### src/rtl/cursor_ovl_pkg.sv
package cursor_ovl_pkg;
  localparam int CUR_DIM     = 64;
  localparam int ROW_BYTES   = 16;
  localparam int PLANE_BYTES = 8;
  localparam int XW          = 14;
  localparam int YW          = 12;
  localparam int HOTW        = 6;
  localparam int COLW        = 24;
  localparam int ADDR_W      = 27;

  localparam logic [31:0] MASK_BASE = 32'h87FF_FFF0;
  localparam logic [31:0] MASK_POS  = 32'h3FFF_0FFF;
  localparam logic [31:0] MASK_HOT  = 32'h003F_003F;
  localparam logic [31:0] MASK_COL  = 32'h00FF_FFFF;

  typedef enum logic [2:0] {
    RI_BASE = 3'd0,
    RI_POS  = 3'd1,
    RI_HOT  = 3'd2,
    RI_COL0 = 3'd3,
    RI_COL1 = 3'd4
  } reg_idx_e;

  typedef enum logic [1:0] {PX_COL0, PX_COL1, PX_KEEP, PX_INV} px_kind_e;

  function automatic px_kind_e classify(input logic and_b, input logic xor_b);
    case ({and_b, xor_b})
      2'b00:   return PX_COL0;
      2'b01:   return PX_COL1;
      2'b10:   return PX_KEEP;
      default: return PX_INV;
    endcase
  endfunction

  function automatic logic [31:0] apply_px(input px_kind_e k, input logic [31:0] under,
                                           input logic [COLW-1:0] c0,
                                           input logic [COLW-1:0] c1);
    case (k)
      PX_COL0: return {c0, 8'hFF};
      PX_COL1: return {c1, 8'hFF};
      PX_KEEP: return under;
      default: return ~under;
    endcase
  endfunction

  function automatic logic [ADDR_W-1:0] bitmap_origin(input logic [ADDR_W-1:0] base,
                                                      input logic [HOTW-1:0] hx,
                                                      input logic [HOTW-1:0] hy);
    return base - ADDR_W'(hx) - (ADDR_W'(hy) << 4);
  endfunction
endpackage

### src/rtl/cursor_ovl_regs.sv
module cursor_ovl_regs
  import cursor_ovl_pkg::*;
(
  input  logic              clk,
  input  logic              rst_n,
  input  logic              wr_en,
  input  logic [2:0]        idx,
  input  logic [31:0]       wdata,
  output logic [31:0]       rdata,
  input  logic              frame_start,
  output logic [XW-1:0]     act_x,
  output logic [YW-1:0]     act_y,
  output logic [ADDR_W-1:0] act_origin,
  output logic [COLW-1:0]   col0,
  output logic [COLW-1:0]   col1,
  output logic              locked,
  output logic              load_ev
);
  logic [31:0] base_q, pos_q, hot_q, col0_q, col1_q;

  assign locked  = base_q[31];
  assign load_ev = frame_start & ~base_q[31];
  assign col0    = col0_q[COLW-1:0];
  assign col1    = col1_q[COLW-1:0];

  always_ff @(posedge clk or negedge rst_n) begin
    if (!rst_n) begin
      base_q <= '0;
      pos_q  <= '0;
      hot_q  <= '0;
      col0_q <= '0;
      col1_q <= '0;
    end else if (wr_en) begin
      case (reg_idx_e'(idx))
        RI_BASE: base_q <= wdata & MASK_BASE;
        RI_POS: begin
          pos_q      <= wdata & MASK_POS;
          base_q[31] <= wdata[31];
        end
        RI_HOT: begin
          hot_q      <= wdata & MASK_HOT;
          base_q[31] <= wdata[31];
        end
        RI_COL0: col0_q <= wdata & MASK_COL;
        RI_COL1: col1_q <= wdata & MASK_COL;
        default: ;
      endcase
    end
  end

  always_ff @(posedge clk or negedge rst_n) begin
    if (!rst_n) begin
      act_x      <= '0;
      act_y      <= '0;
      act_origin <= '0;
    end else if (load_ev) begin
      act_x      <= pos_q[16 +: XW];
      act_y      <= pos_q[YW-1:0];
      act_origin <= bitmap_origin(base_q[ADDR_W-1:0], hot_q[16 +: HOTW], hot_q[HOTW-1:0]);
    end
  end

  always_comb begin
    case (reg_idx_e'(idx))
      RI_BASE: rdata = base_q;
      RI_POS:  rdata = {base_q[31], pos_q[30:0]};
      RI_HOT:  rdata = {base_q[31], hot_q[30:0]};
      RI_COL0: rdata = col0_q;
      RI_COL1: rdata = col1_q;
      default: rdata = '0;
    endcase
  end
endmodule

### src/rtl/cursor_ovl_fetch.sv
module cursor_ovl_fetch
  import cursor_ovl_pkg::*;
(
  input  logic               clk,
  input  logic               rst_n,
  input  logic               line_start,
  input  logic [YW-1:0]      line_y,
  input  logic [YW-1:0]      vdisp,
  input  logic [YW-1:0]      act_y,
  input  logic               cur_en,
  input  logic [ADDR_W-1:0]  origin,
  output logic               rd_en,
  output logic [ADDR_W-1:0]  rd_addr,
  input  logic [7:0]         rd_data,
  output logic [CUR_DIM-1:0] and_row,
  output logic [CUR_DIM-1:0] xor_row,
  output logic               line_hit,
  output logic               fetch_go
);
  localparam int CNT_W  = $clog2(ROW_BYTES);
  localparam int ROW_W  = $clog2(CUR_DIM);
  localparam int LANE_W = $clog2(PLANE_BYTES);

  logic [YW:0]         dy;
  logic                row_hit;
  logic                busy_q, hit_q, pend_q;
  logic [CNT_W-1:0]    cnt_q, pend_idx_q;
  logic [ADDR_W-1:0]   row_addr_q;

  assign dy       = {1'b0, line_y} - {1'b0, act_y};
  assign row_hit  = cur_en && (line_y >= act_y) && (dy < (YW+1)'(CUR_DIM)) && (line_y <= vdisp);
  assign fetch_go = line_start && !busy_q;
  assign rd_en    = busy_q;
  assign rd_addr  = row_addr_q + ADDR_W'(cnt_q);
  assign line_hit = hit_q;

  always_ff @(posedge clk or negedge rst_n) begin
    if (!rst_n) begin
      busy_q     <= 1'b0;
      hit_q      <= 1'b0;
      cnt_q      <= '0;
      row_addr_q <= '0;
      pend_q     <= 1'b0;
      pend_idx_q <= '0;
    end else begin
      pend_q     <= busy_q;
      pend_idx_q <= cnt_q;
      if (fetch_go) begin
        hit_q <= row_hit;
        if (row_hit) begin
          busy_q     <= 1'b1;
          cnt_q      <= '0;
          row_addr_q <= origin + (ADDR_W'(dy[ROW_W-1:0]) << CNT_W);
        end
      end else if (busy_q) begin
        cnt_q <= cnt_q + 1'b1;
        if (cnt_q == CNT_W'(ROW_BYTES - 1)) busy_q <= 1'b0;
      end
    end
  end

  for (genvar b = 0; b < PLANE_BYTES; b++) begin : g_lane
    logic [7:0] a_q, x_q;
    logic       sel;
    assign sel = pend_q && (pend_idx_q[LANE_W-1:0] == LANE_W'(b));
    always_ff @(posedge clk or negedge rst_n) begin
      if (!rst_n) begin
        a_q <= '0;
        x_q <= '0;
      end else if (sel) begin
        if (!pend_idx_q[LANE_W]) a_q <= rd_data;
        else                     x_q <= rd_data;
      end
    end
    assign and_row[(PLANE_BYTES-1-b)*8 +: 8] = a_q;
    assign xor_row[(PLANE_BYTES-1-b)*8 +: 8] = x_q;
  end
endmodule

### src/rtl/cursor_ovl_mix.sv
module cursor_ovl_mix
  import cursor_ovl_pkg::*;
(
  input  logic [XW-1:0]      pix_x,
  input  logic [XW-1:0]      act_x,
  input  logic [XW-1:0]      scr_width,
  input  logic               line_hit,
  input  logic               cur_en,
  input  logic [CUR_DIM-1:0] and_row,
  input  logic [CUR_DIM-1:0] xor_row,
  input  logic [COLW-1:0]    c0,
  input  logic [COLW-1:0]    c1,
  input  logic [31:0]        pix_in,
  output logic [31:0]        pix_out,
  output logic               in_win
);
  localparam int ROW_W = $clog2(CUR_DIM);

  logic [XW-1:0]    dx;
  logic [ROW_W-1:0] sel;

  assign dx     = pix_x - act_x;
  assign in_win = cur_en && line_hit && (pix_x >= act_x) &&
                  (dx < XW'(CUR_DIM)) && (pix_x < scr_width);
  assign sel    = ROW_W'(CUR_DIM - 1) - dx[ROW_W-1:0];
  assign pix_out = in_win ? apply_px(classify(and_row[sel], xor_row[sel]), pix_in, c0, c1)
                          : pix_in;
endmodule

### src/rtl/cursor_overlay.sv
module cursor_overlay
  import cursor_ovl_pkg::*;
#(
  parameter int AW = ADDR_W
) (
  input  logic          clk,
  input  logic          rst_n,
  input  logic          reg_wr,
  input  logic [2:0]    reg_idx,
  input  logic [31:0]   reg_wdata,
  output logic [31:0]   reg_rdata,
  input  logic          frame_start,
  input  logic          line_start,
  input  logic [11:0]   line_y,
  input  logic [11:0]   vdisp,
  input  logic          cur_en,
  input  logic [13:0]   pix_x,
  input  logic [31:0]   pix_in,
  input  logic [13:0]   scr_width,
  output logic          mem_rd_en,
  output logic [AW-1:0] mem_rd_addr,
  input  logic [7:0]    mem_rd_data,
  output logic [31:0]   pix_out
);
  logic [XW-1:0]      act_x;
  logic [YW-1:0]      act_y;
  logic [ADDR_W-1:0]  act_origin, fetch_addr;
  logic [COLW-1:0]    col0, col1;
  logic               locked, load_ev, line_hit, fetch_go, in_win;
  logic [CUR_DIM-1:0] and_row, xor_row;

  cursor_ovl_regs u_regs (
    .clk(clk), .rst_n(rst_n), .wr_en(reg_wr), .idx(reg_idx), .wdata(reg_wdata),
    .rdata(reg_rdata), .frame_start(frame_start), .act_x(act_x), .act_y(act_y),
    .act_origin(act_origin), .col0(col0), .col1(col1), .locked(locked), .load_ev(load_ev)
  );

  cursor_ovl_fetch u_fetch (
    .clk(clk), .rst_n(rst_n), .line_start(line_start), .line_y(line_y), .vdisp(vdisp),
    .act_y(act_y), .cur_en(cur_en), .origin(act_origin), .rd_en(mem_rd_en),
    .rd_addr(fetch_addr), .rd_data(mem_rd_data), .and_row(and_row), .xor_row(xor_row),
    .line_hit(line_hit), .fetch_go(fetch_go)
  );

  assign mem_rd_addr = AW'(fetch_addr);

  cursor_ovl_mix u_mix (
    .pix_x(pix_x), .act_x(act_x), .scr_width(scr_width), .line_hit(line_hit),
    .cur_en(cur_en), .and_row(and_row), .xor_row(xor_row), .c0(col0), .c1(col1),
    .pix_in(pix_in), .pix_out(pix_out), .in_win(in_win)
  );
endmodule

### config.mk
export PLATFORM = sky130hd
export DESIGN_NAME = cursor_overlay
export DESIGN_NICKNAME = d
export VERILOG_FILES = /design/src/rtl/cursor_ovl_pkg.sv /design/src/rtl/cursor_ovl_regs.sv /design/src/rtl/cursor_ovl_fetch.sv /design/src/rtl/cursor_ovl_mix.sv /design/src/rtl/cursor_overlay.sv
export SDC_FILE = /design/constraint.sdc
export NUM_CORES = 1
export LEC_CHECK = 0
export ABC_AREA = 1
export BUFFER_PORTS_ARGS = -buffer_cell sky130_fd_sc_hd__buf_4
export CORE_MARGIN = 4
export CORE_UTILIZATION = 59
export DETAILED_ROUTE_END_ITERATION = 10
export HOLD_SLACK_MARGIN = 0.1
export PLACE_DENSITY = 0.86
export SLEW_MARGIN = 40
export SYNTH_ARGS = -nofsm -noshare
export SYNTH_HDL_FRONTEND = slang
export SYNTH_SLANG_ARGS = --single-unit
export TNS_END_PERCENT = 100
### constraint.sdc
create_clock -name clk -period 4.87 [get_ports clk]
set_input_delay 0.974 -clock clk [delete_from_list [all_inputs] [get_ports clk]]
set_output_delay 0.974 -clock clk [all_outputs]
set_load 0.01 [all_outputs]
==> results.toml <==
[logic_synthesis]
synth.most_common_cell = "nand2_1"
synthFlopType = "dfrtp_1"
synthesis.area_sq_um = 19600
async_flop_share_pct = 100
synth.avg_cell_area_sq_um = 7.33
ys_types = 48
yosysWarnings = 0
seq_area_frac_synth_pct = 42.0
synth.net_count = 2890
ys_ff_latch = 329
synth_top_area_cell = "dfrtp_1"
synth_common_cells = "nand2_1 (764), o21ai_0 (374), inv_1 (362), dfrtp_1 (329), nand3_1 (202)"
synth_top_area_share_pct = 42.0
synth_area_leaders = "dfrtp_1 (42%), nand2_1 (15%), o21ai_0 (9.5%), inv_1 (6.9%), nand3_1 (5.2%)"
synth-edff-count = 0
syn_inst = 2673

[sta]
setup_viol = 0
fin_crit_ns = 4.66
final_max_slew_viol_count = 0
slew_headroom_pct = 50.1
finClkSkew_ns = 0.0230
worst_pin_slew_ns = 0.747
whs_ns = 0.289
max_freq_mhz = 215
period_share_pct = 95.7
final_hold_viol_count = 0

[clock_network]
numClockSinks = 329
clockBufferDepth = 3
clk_pin_slew_ns = 0.06
cts_buffers = 35
cts_root_buf = "clkbuf_16"
cts_tree = "yes"
cts_htree_levels = 2
clock_latency_ns = 0.54

[global_routing]
grt_antenna_before_repair = 1
grt_overflow = 0
grt_pass1_wl_mm = 91.8
grt_usage_pct = 30.8
grt_pass1_vias = 18500
grt_max_degree = 106

[worst_setup_path]
crit_path_start = "pix_x[0]"
r2r_slack_ns = 1.51
cp-end-kind = "output pin"
arrival_ns = 3.69
start_kind = "primary input"
timing.rr.start = "u_regs.act_y[0]$_DFFE_PN0P_"
crit_required_ns = 3.90
rr_endpoint = "u_fetch.row_addr_q[19]$_DFFE_PN0P_"
worstPathMaxFanout = 37
r2r_cells = 16
crit_type = "primary input to output pin"
crit_path_end = "pix_out[8]"

[die]
ios = 225
die_height_um = 190
die_x_um = 190
initial_utilization_pct = 60.1
die_area_sq_um = 36200
core_area_sq_um = 32600
rows = 66

[run]
maxCapViolCount = 0

[placed_design]
gp_congestion = 0.932
hpwl_mm = 40.5
io_buffers = 222

[drt]
routed_via_density = 5.67
wl_mm = 56.8
first_iter_violations = 2025
num_vias = 18900
drtAntennaViolNets = 0
drc_errors = 0
wl_per_cell_um = 17.0
drt_pass1_iterations = 7

[status]
outcome = "completed"

[power_and_ir_drop]
leakage_nw = 12.2
clockPowerShare_pct = 19.0
power_frac_seq_pct = 27.4
power_frac_comb_pct = 53.6
power_w = 0.0138
p_int_w = 0.00778
max-vdd-ir-drop_mv = 0.654
swShare_pct = 43.5
switching_power_w = 0.00601
powerDensity_nw_per_um2 = 600

[layout]
drive_gt1_share_pct = 12.4
syn_to_final_growth_pct = 17.2
n_fill_cell = 2500
final-seq-area_sq_um = 8230
fin_nets = 3084
multi_input_area_sq_um = 9480
diodes = 0

[min_path]
holdCritPathClass = "primary input to asynchronous set/reset pin"
[power groups by stage]
stage	logic, W	registers [W]	clock network, W
4_1_cts	0.00725	0.00376	0.00262
3_5_place_dp	0.00719	0.00379	0
3_3_place_gp	0.00700	0.00376	0
6_report	0.00740	0.00378	0.00262
2_1_floorplan	0.00474	0.00364	0
5_1_grt	0.00821	0.00383	0.00274
[area by class of cell]
type                    instances  area share [%]
clock buffers                  49            4.26
clock inverters                14           0.643
inverters                     369            6.04
multi-input cells            1868            41.3
flip-flops and latches        329            35.8
well taps                     442            2.41
repair buffers                264            9.54
[logic make-up (layout without fill, tap and decap cells)]
kind of cell,Yosys count,after routing,synth area share (%)
and+or+nand+nor,1200,1200,25.6
AOI/OAI and AO/OA,512,512,13.8
buffers and inverters,476,696,9.78
DFF,329,329,42.0
adders and majority gates,84,84,5.59
xor gates and xnor gates,71,71,3.25
other,1,1,0.0191
[worst max-delay path, stage by stage]
cell	delay, ns
buf_4	0.07
inv_1	0.05
ha_2	0.19
fa_2	0.57
buf_12	0.22
nand3_1	0.12
nand3_1	0.10
nand3_1	0.13
nand3_1	0.15
nand3_1	0.13
nand2_2	0.15
buf_12	0.16
nand2_2	0.08
inv_4	0.10
nand2_2	0.12
nor2_1	0.12
a21oi_1	0.07
buf_4	0.16
[routing by layer]
metal	vias to the layer above	routed length (um)	global-route usage (%)	part of all wire (%)
met5	-	8	0	0.014
met4	2	1680	10.3	3.0
met3	145	5310	5.73	9.3
met2	948	26300	49.5	46
met1	8841	23500	42.6	41
li1	8977	-	-	-
[registers in the layout, summed over array words and instances, names as in the netlist, 14 cells and up]
| register | flops |
|---|---|
| u_regs.col0_q | 24 |
| u_regs.base_q | 24 |
| u_regs.act_origin | 27 |
| u_regs.act_x | 14 |
| u_regs.col1_q | 24 |
| u_regs.pos_q | 26 |
| u_fetch.g_lane.x_q | 64 |
| u_fetch.row_addr_q | 27 |
| u_fetch.g_lane.a_q | 64 |
[cell usage in the layout, fill, tap and decap left out, types with 6 or more instances in the layout]
cell,synthesis,layout
nand3b_1,11,11
clkinv_2,0,6
nand3_2,9,10
or2_2,6,6
nor3_1,26,26
a21oi_1,67,67
buf_12,0,14
o22ai_1,9,9
o21ai_0,374,373
clkbuf_16,0,35
nand2_1,764,760
nand4_1,23,23
a221oi_1,7,7
buf_4,11,246
ha_1,78,77
nand2_2,4,8
clkbuf_1,67,9
inv_2,6,6
xnor2_1,13,13
nand3_1,202,201
xor2_1,56,56
dfrtp_1,329,329
inv_1,362,361
nor2_1,144,144
o2111ai_1,9,9
o21ai_1,20,21
[per-stage QoR]
step / cell area (sq um) / cells / utilization [%] / TNS [ns] / worst slack, ns
after floorplan: 19600 / 2673 / - / 0 / 0.566
after global placement: 21800 / 3270 / 66.7 / 0 / 0.185
after detailed placement: 21800 / 3270 / 66.7 / 0 / 0.138
after CTS: 22900 / 3333 / 70.2 / 0 / 0.119
after global routing: 23000 / 3335 / 70.4 / -0.00311 / -0.00311
final: 23000 / 3335 / 70.4 / 0 / 0.210
[worst min path at each step]
stage	startpoint	end	slack [ns]	depth (start not counted)
after floorplan	u_fetch.cnt_q[3]$_DFFE_PN0P_	u_fetch.pend_idx_q[3]$_DFF_PN0_	0.40	0
after global placement	u_fetch.cnt_q[3]$_DFFE_PN0P_	u_fetch.pend_idx_q[3]$_DFF_PN0_	0.44	0
after detailed placement	u_fetch.cnt_q[3]$_DFFE_PN0P_	u_fetch.pend_idx_q[3]$_DFF_PN0_	0.44	0
after CTS	u_fetch.cnt_q[3]$_DFFE_PN0P_	u_fetch.pend_idx_q[3]$_DFF_PN0_	0.45	0
after global routing	rst_n	u_fetch.g_lane[0].x_q[3]$_DFFE_PN0P_	0.30	1
final	rst_n	u_fetch.g_lane[0].x_q[2]$_DFFE_PN0P_	0.29	1
[timing repair]
item,CTS,global route
hold buffers,0,0
endpoints found under the setup margin,0,32
hold endpoints to repair,0,0
resized for setup,0,11
buffers inserted,0,1
Note: power is estimated with default switching activity, not from simulation.
